$ cat src/rtl/window_switch_pkg.sv
package window_switch_pkg;

  typedef enum logic [2:0] {
    ST_IDLE,
    ST_WR,
    ST_RD,
    ST_WAIT,
    ST_ACC
  } sw_state_e;

  localparam logic [1:0] SZ_B8  = 2'd0;
  localparam logic [1:0] SZ_B16 = 2'd1;

  function automatic logic [31:0] size_mask(input logic [1:0] sz);
    case (sz)
      SZ_B8:   size_mask = 32'h0000_00FF;
      SZ_B16:  size_mask = 32'h0000_FFFF;
      default: size_mask = 32'hFFFF_FFFF;
    endcase
  endfunction

endpackage

$ cat src/rtl/win_codec.sv
module win_codec #(
  parameter int          CORE_W    = 4,
  parameter int          OFF_W     = 12,
  parameter logic [31:0] ENUM_BASE = 32'h1800_0000
) (
  input  logic [CORE_W-1:0] core_i,
  input  logic [31:0]       rb_i,
  output logic [31:0]       base_o,
  output logic              match_o
);
  logic [31:0] rel;

  assign base_o  = ENUM_BASE + (32'(core_i) << OFF_W);
  assign rel     = rb_i - ENUM_BASE;
  // full-width compare: stray high bits are a mismatch
  assign match_o = (rel >> OFF_W) == 32'(core_i);
endmodule

$ cat src/rtl/retry_delay.sv
module retry_delay #(
  parameter int DELAY_CYC = 2000
) (
  input  logic clk_i,
  input  logic rst_ni,
  input  logic load_i,
  input  logic run_i,
  output logic done_o
);
  localparam int CW = $clog2(DELAY_CYC + 1);
  logic [CW-1:0] cnt_q;

  always_ff @(posedge clk_i or negedge rst_ni) begin
    if (!rst_ni)                    cnt_q <= '0;
    else if (load_i)                cnt_q <= CW'(DELAY_CYC - 1);
    else if (run_i && cnt_q != '0)  cnt_q <= cnt_q - 1'b1;
  end

  assign done_o = run_i && (cnt_q == '0);

  AST_DELAY_BOUND: assert property (@(posedge clk_i) disable iff (!rst_ni)
    cnt_q <= CW'(DELAY_CYC - 1));
endmodule

$ cat src/rtl/rsp_gate.sv
module rsp_gate
  import window_switch_pkg::*;
(
  input  logic [1:0]  size_i,
  input  logic        fail_i,
  input  logic [31:0] data_i,
  output logic [31:0] data_o
);
  logic [31:0] mask;

  assign mask   = size_mask(size_i);
  assign data_o = fail_i ? mask : (data_i & mask);
endmodule

$ cat src/rtl/window_switch.sv
module window_switch
  import window_switch_pkg::*;
#(
  parameter int          CORE_W      = 4,
  parameter int          OFF_W       = 12,
  parameter logic [31:0] ENUM_BASE   = 32'h1800_0000,
  parameter int          CLK_FREQ_HZ = 200_000_000,
  parameter int          MAX_RETRIES = 2
) (
  input  logic              clk_i,
  input  logic              rst_ni,
  input  logic              powered_i,
  input  logic              req_valid_i,
  input  logic              req_write_i,
  input  logic [CORE_W-1:0] req_core_i,
  input  logic [OFF_W-1:0]  req_offset_i,
  input  logic [1:0]        req_size_i,
  input  logic [31:0]       req_wdata_i,
  output logic              busy_o,
  output logic              rsp_valid_o,
  output logic [31:0]       rsp_rdata_o,
  output logic              err_o,
  output logic              win_wr_o,
  output logic              win_rd_o,
  output logic [31:0]       win_wdata_o,
  input  logic [31:0]       win_rdata_i,
  output logic              acc_valid_o,
  output logic              acc_write_o,
  output logic [OFF_W-1:0]  acc_offset_o,
  output logic [1:0]        acc_size_o,
  output logic [31:0]       acc_wdata_o,
  input  logic [31:0]       acc_rdata_i
);
  localparam int DELAY_RAW = CLK_FREQ_HZ / 100_000;
  localparam int DELAY_CYC = (DELAY_RAW < 1) ? 1 : DELAY_RAW;
  localparam int TRY_W     = $clog2(MAX_RETRIES + 2) + 1;

  sw_state_e         state_q;
  logic              wr_q;
  logic [CORE_W-1:0] core_q;
  logic [OFF_W-1:0]  off_q;
  logic [1:0]        size_q;
  logic [31:0]       wdata_q;
  logic [CORE_W-1:0] mapped_q;
  logic              mapped_ok_q;
  logic [TRY_W-1:0]  tries_q;
  logic              rsp_valid_q;
  logic [31:0]       rsp_rdata_q;
  logic              err_q;

  logic              rb_match;
  logic              out_of_tries;
  logic              tmr_load;
  logic              tmr_done;
  logic [1:0]        gate_size;
  logic              gate_fail;
  logic [31:0]       gate_data;

  win_codec #(
    .CORE_W   (CORE_W),
    .OFF_W    (OFF_W),
    .ENUM_BASE(ENUM_BASE)
  ) u_codec (
    .core_i (core_q),
    .rb_i   (win_rdata_i),
    .base_o (win_wdata_o),
    .match_o(rb_match)
  );

  assign out_of_tries = tries_q > TRY_W'(MAX_RETRIES);
  assign tmr_load     = (state_q == ST_RD) && !rb_match && !out_of_tries;

  retry_delay #(.DELAY_CYC(DELAY_CYC)) u_delay (
    .clk_i (clk_i),
    .rst_ni(rst_ni),
    .load_i(tmr_load),
    .run_i (state_q == ST_WAIT),
    .done_o(tmr_done)
  );

  // idle path answers power-down from the live request fields
  assign gate_size = (state_q == ST_IDLE) ? req_size_i : size_q;
  assign gate_fail = (state_q != ST_ACC);

  rsp_gate u_gate (
    .size_i(gate_size),
    .fail_i(gate_fail),
    .data_i(acc_rdata_i),
    .data_o(gate_data)
  );

  always_ff @(posedge clk_i or negedge rst_ni) begin
    if (!rst_ni) begin
      state_q     <= ST_IDLE;
      wr_q        <= 1'b0;
      core_q      <= '0;
      off_q       <= '0;
      size_q      <= '0;
      wdata_q     <= '0;
      mapped_q    <= '0;
      mapped_ok_q <= 1'b0;
      tries_q     <= '0;
      rsp_valid_q <= 1'b0;
      rsp_rdata_q <= '0;
      err_q       <= 1'b0;
    end else begin
      rsp_valid_q <= 1'b0;
      err_q       <= 1'b0;
      case (state_q)
        ST_IDLE: if (req_valid_i) begin
          wr_q    <= req_write_i;
          core_q  <= req_core_i;
          off_q   <= req_offset_i;
          size_q  <= req_size_i;
          wdata_q <= req_wdata_i;
          if (!powered_i) begin
            rsp_valid_q <= 1'b1;
            rsp_rdata_q <= gate_data;
          end else if (mapped_ok_q && mapped_q == req_core_i) begin
            state_q <= ST_ACC;
          end else begin
            tries_q <= '0;
            state_q <= ST_WR;
          end
        end
        ST_WR: state_q <= ST_RD;
        ST_RD: begin
          if (rb_match) begin
            mapped_q    <= core_q;
            mapped_ok_q <= 1'b1;
            state_q     <= ST_ACC;
          end else if (out_of_tries) begin
            rsp_valid_q <= 1'b1;
            rsp_rdata_q <= gate_data;
            err_q       <= 1'b1;
            state_q     <= ST_IDLE;
          end else begin
            tries_q <= tries_q + 1'b1;
            state_q <= ST_WAIT;
          end
        end
        ST_WAIT: if (tmr_done) state_q <= ST_WR;
        ST_ACC: begin
          rsp_valid_q <= 1'b1;
          rsp_rdata_q <= gate_data;
          state_q     <= ST_IDLE;
        end
        default: state_q <= ST_IDLE;
      endcase
    end
  end

  assign busy_o       = (state_q != ST_IDLE);
  assign rsp_valid_o  = rsp_valid_q;
  assign rsp_rdata_o  = rsp_rdata_q;
  assign err_o        = err_q;
  assign win_wr_o     = (state_q == ST_WR);
  assign win_rd_o     = (state_q == ST_RD);
  assign acc_valid_o  = (state_q == ST_ACC);
  assign acc_write_o  = wr_q;
  assign acc_offset_o = off_q;
  assign acc_size_o   = size_q;
  assign acc_wdata_o  = wdata_q;

  AST_RD_AFTER_WR: assert property (@(posedge clk_i) disable iff (!rst_ni)
    win_wr_o |=> win_rd_o);
  AST_PORT_EXCL: assert property (@(posedge clk_i) disable iff (!rst_ni)
    $onehot0({win_wr_o, win_rd_o, acc_valid_o, rsp_valid_o}));
  AST_TRY_BOUND: assert property (@(posedge clk_i) disable iff (!rst_ni)
    tries_q <= TRY_W'(MAX_RETRIES + 1));
  AST_ACC_ON_MAPPED: assert property (@(posedge clk_i) disable iff (!rst_ni)
    acc_valid_o |-> (mapped_ok_q && mapped_q == core_q));
  AST_MAP_ONLY_ON_RB: assert property (@(posedge clk_i) disable iff (!rst_ni)
    (state_q != ST_RD) |=> $stable(mapped_q));
  AST_ERR_WITH_RSP: assert property (@(posedge clk_i) disable iff (!rst_ni)
    err_o |-> (rsp_valid_o && rsp_rdata_o == size_mask(size_q)));
  AST_RSP_NOT_BUSY: assert property (@(posedge clk_i) disable iff (!rst_ni)
    rsp_valid_o |-> !busy_o);
endmodule

$ cat config.mk
export PLATFORM = sky130hd
export DESIGN_NAME = window_switch
export DESIGN_NICKNAME = d
export VERILOG_FILES = /design/src/rtl/window_switch_pkg.sv /design/src/rtl/win_codec.sv /design/src/rtl/retry_delay.sv /design/src/rtl/rsp_gate.sv /design/src/rtl/window_switch.sv
export SDC_FILE = /design/constraint.sdc
export NUM_CORES = 1
export LEC_CHECK = 0
export ABC_CLOCK_PERIOD_IN_PS = 4860
export BUFFER_PORTS_ARGS = -buffer_cell sky130_fd_sc_hd__buf_2
export CORE_MARGIN = 1
export CORE_UTILIZATION = 50
export CTS_CLUSTER_SIZE = 30
export DETAILED_ROUTE_END_ITERATION = 10
export PLACE_DENSITY = 0.83
export SYNTH_ARGS = -nofsm -noshare
export SYNTH_HDL_FRONTEND = slang
export SYNTH_SLANG_ARGS = --single-unit
export TNS_END_PERCENT = 10
$ cat constraint.sdc
create_clock -name clk_i -period 4.86 [get_ports clk_i]
set_clock_uncertainty 0.1 [all_clocks]
set_input_delay 0.243 -clock clk_i [delete_from_list [all_inputs] [get_ports clk_i]]
set_output_delay 0.243 -clock clk_i [all_outputs]
set_load 0.03 [all_outputs]
==> summary.md, run 1 <==
| Metric | Value |
|---|---|
| Outcome | finished, final reports clean |
| Avg Cell Area, Syn | ~12 um2 |
| Global-route wire length before repair | 19200 um |
| Crit. End Element | register |
| Flop pwr share | 0.551 |
| Sequential fraction of the synthesis area | 0.547 |
| Signal arrival time at the worst endpoint | between 2 and 3 ns |
| Post-CTS resize count | 0 |
| Pwr dens | 248 nW/um2 |
| Netlist Area Pre-Place | 4890 um2 |
| Total power | 0.00162 W |
| Combinational fraction of design power | 0.087 |
| Total wire length | 12400 um |
| Bufs on Longest Clock Path | 2 |
| Vias in the first global route | 3932 |
| Gr usage total | 0.250 |
| Max Slew Vio Count | 0 |
| Initial DRT Pass Iterations | 4 |
| Final Hold Vio Count | 0 |
| Fmax | 391 MHz |
| Clock-pin slew on the worst setup and hold paths | 0.12 ns |
| Max-cap violations | 0 |
| Area Growth Syn to Fin | 33.6% |
| Vias per cell | 4.95 |
| Deepest level of the CTS H-tree | 3 |
| Largest net degree at the start of global routing | 63 |
| Crit. Startpoint | state_q[2]$_DFFE_PN0P_ |
| Finished Cell Area | about 6500 um2 |
| Worst slew pin tran | between 1 and 1.5 ns |
| Lkg Pwr | ~3.4 nW |
| Die W | 101 um |
| Unrepaired setup endpoints after global routing | false |
| Hold path startpoint | req_core_i[2] |
| Ports | 236 |
| Gate Count Post-Synth | 402 |
| Top cells by area, synth | dfrtp_1, mux2_2, mux2i_1 |
| Root Buffer | clkbuf_8 |
| Hold EP | core_q[2]$_DFFE_PN0P_ |
| Final Critical Period | between 2 and 3 ns |
| Final Setup Violations | 0 |
| DP Wirelength | 8240 um |
| Setup bufs post-CTS | 0 |
| Post-detailed-route count of antenna-violating nets | 0 |
| Vert. Die Dim | between 100 and 150 um |
| Maximum vdd drop | 0.184 mV |
| Top cell type's share of synthesized area | 0.547 |
| GRT Residual Overflow | 0 |
| Die area | 10200 um2 |
| Clock Sink Count | 107 |
| Initial core utilization | 0.522 |
| Crit path launch type | register |
| Synth unique cells | 44 |
| Vias | 3819 |
| Initial drt markers | 115 |
| Total CTS buffers | 9 |
| DRC Markers | 0 |
| Nets | 760 |
| Wirelength per Cell | 16.1 um |
| Max_slew headroom | 0.186 |
| Hold WC Path Type | in -> reg |
| Worst skew pair latency | approximately 0.38 ns |
| Fin crit share | 0.526 |
| CP Class | reg -> reg |
| Syn. warnings | 0 |
| Hold depth | 2 |
| Placeable Area | 9370 um2 |
| Final core occ | 0.698 |
| CP Max Fanout | 51 |
| Worst flop-to-flop path endpoint | acc_offset_o[7]$_DFFE_PN0P_ |
| FF-to-FF setup slack | 2.30 ns |
| Sw power | 0.000403 W |
| # rows | 35 |
| Sw Share | 0.248 |
| Area leader, netlist | dfrtp_1 |
| Cell count after placement | 708 |
| Post-Layout Cell Count | between 700 and 800 |
| Required @ worst endpoint | roughly 5 ns |
| Setup TNS | 0 ns |
| Reg2Reg Depth | 3 |
| CTS tree | done |
| Initial antenna violation count | 0 |
| Clk pwr share | 0.362 |
| Share of layout cells above drive strength 1 | 0.433 |
| Pint | ~0.0012 W |
| R2R Path Start | state_q[2]$_DFFE_PN0P_ |
| Port bufs | 195 |
| Cell Area, Placed | 5850 um2 |
| Synthesized flop and latch total | 107 |
| Routability Congestion | 0.789 |
-- metrics by stage --
| step | hold WS, ns | setup slack (ns) |
|---|---|---|
| after floorplan | -0.153 | 2.84 |
| after global placement | 0.173 | 2.38 |
| after detailed placement | 0.179 | 2.32 |
| after CTS | 0.000617 | 2.31 |
| after global routing | 0.00202 | 2.16 |
| final | 0.0128 | 2.30 |
-- flip-flops by register name (all words and copies together) (netlist names) --
name,cells
core_q,4
mapped_q,4
rsp_rdata_o,32
acc_write_o,1
mapped_ok_q,1
u_delay.cnt_q,11
err_o,1
tries_q,3
acc_wdata_o,32
acc_size_o,2
state_q,3
rsp_valid_o,1
acc_offset_o,12
-- per-layer routing --
metal | track usage | part of all wire | vias to the layer above
met5 | 0 | 0 | -
met4 | 0.0892 | 0.025 | 0
met3 | 0.0749 | 0.069 | 28
met2 | 0.446 | 0.52 | 163
met1 | 0.284 | 0.38 | 1841
li1 | - | - | 1787
-- cell families after synthesis --
family | synth area share
adder cells (fa/ha/maj) | 0.0102
AO/OA/AOI/OAI | 0.0721
flip-flops | 0.547
buffers and inverters | 0.0857
other | 0.00154
AND/OR/NAND/NOR | 0.0765
multiplexers | 0.178
XOR/XNOR | 0.0286
-- power by group through the flow --
stage                     Combinational (W)  Sequential [W]  Clock [W]
final                              0.000142        0.000895   0.000588
after global routing               0.000155        0.000896   0.000629
after CTS                          0.000140        0.000895   0.000595
after detailed placement           0.000111        0.000912          0
after global placement             0.000108        0.000912          0
after floorplan                   0.0000550        0.000919          0
-- cell usage after synthesis --
master       n
nand3_1      1
xnor2_1     14
nor4_1       5
nand4_1      2
nor2_1       6
a21oi_1      3
clkbuf_1     5
a21boi_0     1
or3_1        3
o22a_1       8
o21ai_0     28
mux2i_1     24
o22ai_1      2
nor2b_1      3
or4_1        1
mux2_2      56
buf_4       28
and2_1       4
a2111oi_4    1
nor3_2       2
nor3b_1      1
nand3b_1     4
a211o_1      1
o311ai_4     1
or2_2        1
dfrtp_1    107
or4_4        1
xor2_1       2
inv_1       33
buf_6        1
o21ai_1      1
buf_2       11
a21o_1       1
o211ai_1     2
and3b_1      2
nand2b_1     2
ha_1         4
nor3_1       4
o41ai_1      1
or2b_4       1
conb_1       2
nor4_4       1
nand2_1     20
o21ai_2      1
-- worst max-delay path, cell delays in order (launching register included) --
cell	delay, ns
dfrtp_1	0.47
nor3_2	0.42
and2_2	0.97
mux2_2	0.45
-- cells in the final DEF, fill, tap and decap left out, types with 2 or more instances in the layout --
cell,count
xnor2_1,14
nand3b_1,4
dlygate4sd3_1,47
o211ai_1,2
ha_1,4
nor2_1,6
clkbuf_8,10
nor3_2,2
nor3_1,4
buf_4,2
or3_1,3
a21oi_1,3
conb_1,28
nor2b_1,3
nand2b_1,2
nor4_1,5
mux2i_1,24
inv_1,33
o22a_1,8
nand2_1,20
nand4_1,2
o21ai_0,28
o22ai_1,2
mux2_2,56
and2_1,3
dfrtp_1,107
xor2_1,2
inv_6,4
and3b_1,2
buf_2,194
-- how the worst max path moves through the flow --
| stage | end | cells after the start |
|---|---|---|
| global placement | acc_offset_o[6]$_DFFE_PN0P_ | 3 |
| detailed placement | acc_offset_o[1]$_DFFE_PN0P_ | 3 |
| CTS | acc_wdata_o[13]$_DFFE_PN0P_ | 3 |
| floorplan | u_delay.cnt_q[1]$_DFFE_PN0P_ | 7 |
| global route | acc_offset_o[7]$_DFFE_PN0P_ | 3 |
| finish | acc_offset_o[7]$_DFFE_PN0P_ | 3 |
-- final cells by class --
cell class	instances	area [um2]
diodes	1	2.50
inverters	33	124
clock inverters	6	76.3
repair buffers	243	1460
multi-input cells	243	1900
fillers	647	2830
clock buffers	10	138
well taps	129	161
flip-flops and latches	107	2680
-- timing repair --
item / 4_1_cts / 5_1_grt
hold buffers: 46 / 1
setup endpoints to repair: 0 / 0
hold endpoints to repair: 90 / 1
No activity file was read; power rests on OpenSTA's default activity.
==> run 2, diff against run 1 <==
Settings changed: ABC_CLOCK_PERIOD_IN_PS 4860 to 2390, CORE_UTILIZATION 50 to 46, PLACE_DENSITY 0.83 to 0.77.
Clock period 4.86 ns to 2.39 ns, I/O delays scaled along.
==> run 2 against run 1 <==
  * First-iteration DRC count increased by 47%
  * Non-clock buffer count rose by 39
  * Worst hold slack better by 0.0012 ns
  * Final area grew 6.6%
  * Via count increased by 5.1%
  * Combinational power grew 140%
  * Worst setup slack got worse by 2.1 ns
  * Die area grew 8.5%
  * Final cell count increased by 5.8%
  * Largest power group unchanged
  * Routed wire length rose by 3.8%
  * Register-to-register slack got worse by 2.1 ns
  * Utilization down 2.2 points
==> summary.md, run 2 (same netlist as run 1, synthesis figures left out) <==
| Metric | Value |
|---|---|
| ANT cells | 0 |
| GRT Residual Overflow | 0 |
| Hold EP | rsp_rdata_o[16]$_DFFE_PN0P_ |
| Outcome | finished, final reports clean |
| Clock Sink Count | 107 |
| Total CTS buffers | 9 |
| Port bufs | around 200 |
| Maximum vdd drop | 0.333 mV |
| Gr usage total | 0.240 |
| Unrepaired setup endpoints after global routing | false |
| Die W | 105 um |
| Initial antenna violation count | 0 |
| Required @ worst endpoint | 2.52 ns |
| Routability Congestion | 0.790 |
| Setup TNS | 0 ns |
| Ports | 236 |
| Worst flop-to-flop path endpoint | u_delay.cnt_q[1]$_DFFE_PN0P_ |
| DP Wirelength | between 8000 and 9000 um |
| CTS tree | done |
| Vias | 4014 |
| Share of layout cells above drive strength 1 | 0.414 |
| Cell Chain, Critical Path | xnor2_1, nand4_1, a2111oi_4, or3_1, o211ai_1 |
| Initial drt markers | 169 |
| Wirelength per Cell | between 15 and 20 um |
| Crit path launch type | register |
| Worst skew pair latency | 0.38 ns |
| Multi-input gate area | approximately 1900 um2 |
| Largest net degree at the start of global routing | 72 |
| DRC Markers | 0 |
| Hold WC Path Type | in -> reg |
| Layout fillers | 735 |
| Vias in the first global route | 4295 |
| Final Critical Period | 2.16 ns |
| Final Setup Violations | 0 |
| Area Growth Syn to Fin | 42.5% |
| Post-detailed-route count of antenna-violating nets | 0 |
| Fmax | 462 MHz |
| Hold_ws | 0.0140 ns |
| # rows | 37 |
| Hold depth | 3 |
| Fin crit share | 0.905 |
| Vias per cell | approximately 5 |
| Reg area | approximately 2700 um2 |
| Global-route wire length before repair | 20600 um |
| Max Slew Vio Count | 0 |
| Hold path startpoint | acc_rdata_i[16] |
| Total wire length | between 10000 and 15000 um |
| CP Max Fanout | 15 |
| CP peak stage delay | 0.52 ns |
| Final Hold Vio Count | 0 |
| Pwr dens | approximately 500 nW/um2 |
| Reg2Reg Depth | 5 |
| Nets | approximately 800 |
| CP Class | reg -> reg |
| Clock-pin slew on the worst setup and hold paths | 0.10 ns |
| Most frequent cells in the layout | buf_2, dfrtp_1, dlygate4sd3_1 |
| Max-cap violations | 0 |
| Deepest level of the CTS H-tree | 3 |
| Lkg Pwr | 3.56 nW |
| Signal arrival time at the worst endpoint | 2.30 ns |
| Critical path's slowest cell | a2111oi_4 |
| Leading cell type in the layout, fill and taps excluded | buf_2 |
| R2R Path Start | core_q[3]$_DFFE_PN0P_ |
| Initial DRT Pass Iterations | 6 |
| Vert. Die Dim | 105 um |
| Crit. Startpoint | core_q[3]$_DFFE_PN0P_ |
| Root Buffer | clkbuf_8 |
| FF-to-FF setup slack | 0.23 ns |
| Die area | 11100 um2 |
| Initial core utilization | 0.474 |
| Crit. End Element | register |
| Placeable Area | 10300 um2 |
| Bufs on Longest Clock Path | 2 |
[run 2: cell types whose count changed in the layout (fill, tap and decap cells not counted), moves of 2 or more]
cell           delta
buf_12            +3
buf_4             +2
inv_6             -3
dlygate4sd3_1    +34
[run 2: area by class of cell]
type                       instances  share of cell area
tap                              136              0.0244
multi-input combinational        243               0.273
timing repair buffer             282               0.268
clock buffer                      11              0.0203
sequential                       107               0.384
clock inverter                     5              0.0122
inverter                          33              0.0178
[run 2: critical path, delay by kind of cell, from the launching register on]
kind,cells,cell delay (ns)
AOI/OAI and AO/OA,2,0.67
and+or+nand+nor,2,0.62
DFF,1,0.45
xor gates and xnor gates,1,0.18
[run 2: stage by stage]
stage | cells | power [W] | cell area [um2] | util | setup slack, ns
floorplan | 428 | 0.00198 | 4990 | - | 0.367
global placement | 720 | 0.00208 | 5930 | 0.575 | 0.259
detailed placement | 720 | 0.00208 | 5930 | 0.575 | 0.185
CTS | 816 | 0.00343 | 6960 | 0.674 | 0.208
global route | 817 | 0.00354 | 6970 | 0.675 | 0.0389
finish | 817 | 0.00342 | 6970 | 0.675 | 0.226
[run 2: how the worst max path moves through the flow]
stage,endpoint,slack (ns),cells after the start
floorplan,u_delay.cnt_q[1]$_DFFE_PN0P_,0.37,7
global placement,u_delay.cnt_q[1]$_DFFE_PN0P_,0.26,5
detailed placement,u_delay.cnt_q[1]$_DFFE_PN0P_,0.19,7
CTS,u_delay.cnt_q[1]$_DFFE_PN0P_,0.21,5
global route,tries_q[2]$_DFFE_PN0P_,0.04,5
finish,u_delay.cnt_q[1]$_DFFE_PN0P_,0.23,5
[run 2: repair_timing]
item,in CTS,in global routing
hold buffers,80,1
buffers inserted,0,0
resized for setup,0,0
endpoints found under the hold margin,115,1
[run 2: power by group]
| part | switching [W] | leakage (nW) | internal (W) |
|---|---|---|---|
| sequential | 0.00000340 | 1.41 | 0.00182 |
| combinational | 0.000170 | 2.04 | 0.000169 |
| clock | 0.000639 | 0.110 | 0.000626 |
[run 2: layer usage]
metal | vias up | GRT usage | share of wire
met2 | 193 | 0.438 | 0.51
met1 | 1928 | 0.267 | 0.39
met5 | - | 0 | 0
met4 | 0 | 0.0996 | 0.030
li1 | 1861 | - | -
met3 | 32 | 0.0593 | 0.066
==> run 3, diff against run 2 <==
Settings changed: CORE_UTILIZATION 46 to 40, PLACE_DENSITY 0.77 to 0.68.
==> run 3 against run 2 <==
  * Die area is 15% higher
  * Utilization is 8.8 points lower
  * Final cell count is 1.1% higher
  * Final area is 0.77% higher
  * Worst hold slack worse by 0.0085 ns
  * Critical path type unchanged
  * Largest power group unchanged
  * Non-clock buffer count is 1 lower
==> summary.md, run 3 (same netlist as run 1, synthesis figures left out) <==
| Metric | Value |
|---|---|
| # rows | 40 |
| Area Growth Syn to Fin | 43.6% |
| Reg area | 2680 um2 |
| Gr usage total | 0.199 |
| Vert. Die Dim | roughly 110 um |
| Signal arrival time at the worst endpoint | ~2.3 ns |
| Crit. End Element | register |
| Final Critical Period | 2.15 ns |
| Worst skew pair latency | 0.34 ns |
| Outcome | finished, final reports clean |
| Wirelength per Cell | ~15 um |
| Fin crit share | 0.901 |
| Initial core utilization | 0.409 |
| Share of layout cells above drive strength 1 | 0.420 |
| Total wire length | 12100 um |
| Largest net degree at the start of global routing | 52 |
| Root Buffer | clkbuf_16 |
| CP Max Fanout | 6 |
| Layout fillers | 949 |
| DP Wirelength | just under 8000 um |
| Routability Congestion | 0.731 |
| Nets | 798 |
| DRC Markers | 0 |
| Initial drt markers | 126 |
| Max Slew Vio Count | 0 |
| Final Hold Vio Count | 0 |
| GRT Residual Overflow | 0 |
| Fmax | 465 MHz |
| Vias | 3888 |
| ANT cells | 0 |
| Port bufs | ~200 |
| Deepest level of the CTS H-tree | 3 |
| Multi-input gate area | 1910 um2 |
| Clock-pin slew on the worst setup and hold paths | ~0.07 ns |
| Total CTS buffers | 9 |
| Maximum vdd drop | approximately 0.47 mV |
| Setup TNS | 0 ns |
| Placeable Area | 12000 um2 |
| CP Class | reg -> reg |
| Clock Sink Count | 107 |
| Vias in the first global route | 4182 |
| Crit path launch type | register |
| Initial antenna violation count | 0 |
| CTS tree | done |
| Final core occ | 0.587 |
| Post-detailed-route count of antenna-violating nets | 0 |
| Required @ worst endpoint | 2.52 ns |
| Vias per cell | 4.71 |
| Leading cell type in the layout, fill and taps excluded | buf_2 |
| Max-cap violations | 0 |
| Bufs on Longest Clock Path | 2 |
| Lkg Pwr | ~3.6 nW |
| Initial DRT Pass Iterations | 4 |
| Final Setup Violations | 0 |
| Hold WC Path Type | in -> reg |
| Unrepaired setup endpoints after global routing | false |
| Global-route wire length before repair | 19900 um |
| Most frequent cells in the layout | buf_2, dfrtp_1, dlygate4sd3_1 |
| Pwr dens | 506 nW/um2 |
| Die W | ~110 um |
| Die area | 12700 um2 |
| Ports | 236 |
## run 3: cell count changes in the layout (fill, tap and decap cells not counted)
| cell | previous run | this run |
|---|---|---|
| clkbuf_16 | 0 | 9 |
| clkbuf_8 | 10 | 2 |
| dlygate4sd3_1 | 81 | 77 |
| buf_4 | 4 | 7 |
| bufinv_16 | 2 | 0 |
| clkinv_2 | 0 | 1 |
| clkinvlp_4 | 1 | 0 |
| or3_1 | 3 | 2 |
| or3_4 | 0 | 1 |
## run 3: layout make-up
cell class	instances	share of cell area
clock buffers	12	0.0365
clock inverters	3	0.00321
multi-input cells	243	0.271
flip-flops and latches	107	0.381
repair buffers	281	0.264
well taps	147	0.0262
inverters	33	0.0176
## run 3: worst paths after layout
check | end | startpoint | depth (start not counted) | slack, ns
worst min register to register | mapped_ok_q$_DFFE_PN0P_ | mapped_ok_q$_DFFE_PN0P_ | 1 | 0.38
max in group asynchronous | rsp_rdata_o[0]$_DFFE_PN0P_ | rst_ni | 3 | 1.36
worst max register to register | u_delay.cnt_q[5]$_DFFE_PN0P_ | u_delay.cnt_q[5]$_DFFE_PN0P_ | 5 | 0.24
min in group asynchronous | acc_wdata_o[8]$_DFFE_PN0P_ | rst_ni | 2 | 0.19
worst min-delay path | rsp_rdata_o[21]$_DFFE_PN0P_ | acc_rdata_i[21] | 3 | 0.006
worst max-delay path | u_delay.cnt_q[5]$_DFFE_PN0P_ | u_delay.cnt_q[5]$_DFFE_PN0P_ | 5 | 0.24
## run 3: metrics by stage
| stage | power [W] | worst slack, ns | area (um2) | std cells | hold WS [ns] |
|---|---|---|---|---|---|
| finish | 0.00355 | 0.238 | 7030 | 826 | 0.00550 |
| floorplan | 0.00198 | 0.367 | 4990 | 428 | -0.276 |
| global route | 0.00369 | 0.125 | 7030 | 826 | 0.0336 |
| CTS | 0.00359 | 0.197 | 7020 | 826 | 0.000532 |
| detailed placement | 0.00209 | 0.208 | 5970 | 734 | -0.0285 |
| global placement | 0.00208 | 0.241 | 5970 | 734 | -0.0380 |
## run 3: what timing repair did
item                                    CTS  global route
gates resized for setup                   0             1
endpoints found under the setup margin    0             1
endpoints found under the hold margin   159             0
setup buffers                             0             0
hold buffers                             77             0
## run 3: worst max-delay path, stage by stage (launching register included)
cell and delay (ns):
dfrtp_1 0.40, or4_1 0.71, nor4_4 0.41, nor4_1 0.11, xor2_1 0.15, and2_1 0.17
## run 3: where the power goes
part	total, W	internal [W]	switching (W)
combinational	0.000333	0.000166	0.000167
sequential	0.00182	0.00182	0.00000316
clock	0.00140	0.000763	0.000639
total	0.00355	0.00275	0.000809
## run 3: layer usage
metal | vias to the layer above | GRT usage | part of all wire
li1 | 1861 | - | -
met1 | 1859 | 0.226 | 0.40
met2 | 154 | 0.357 | 0.51
met3 | 14 | 0.0691 | 0.081
met4 | 0 | 0.0507 | 0.010
met5 | - | 0 | 0
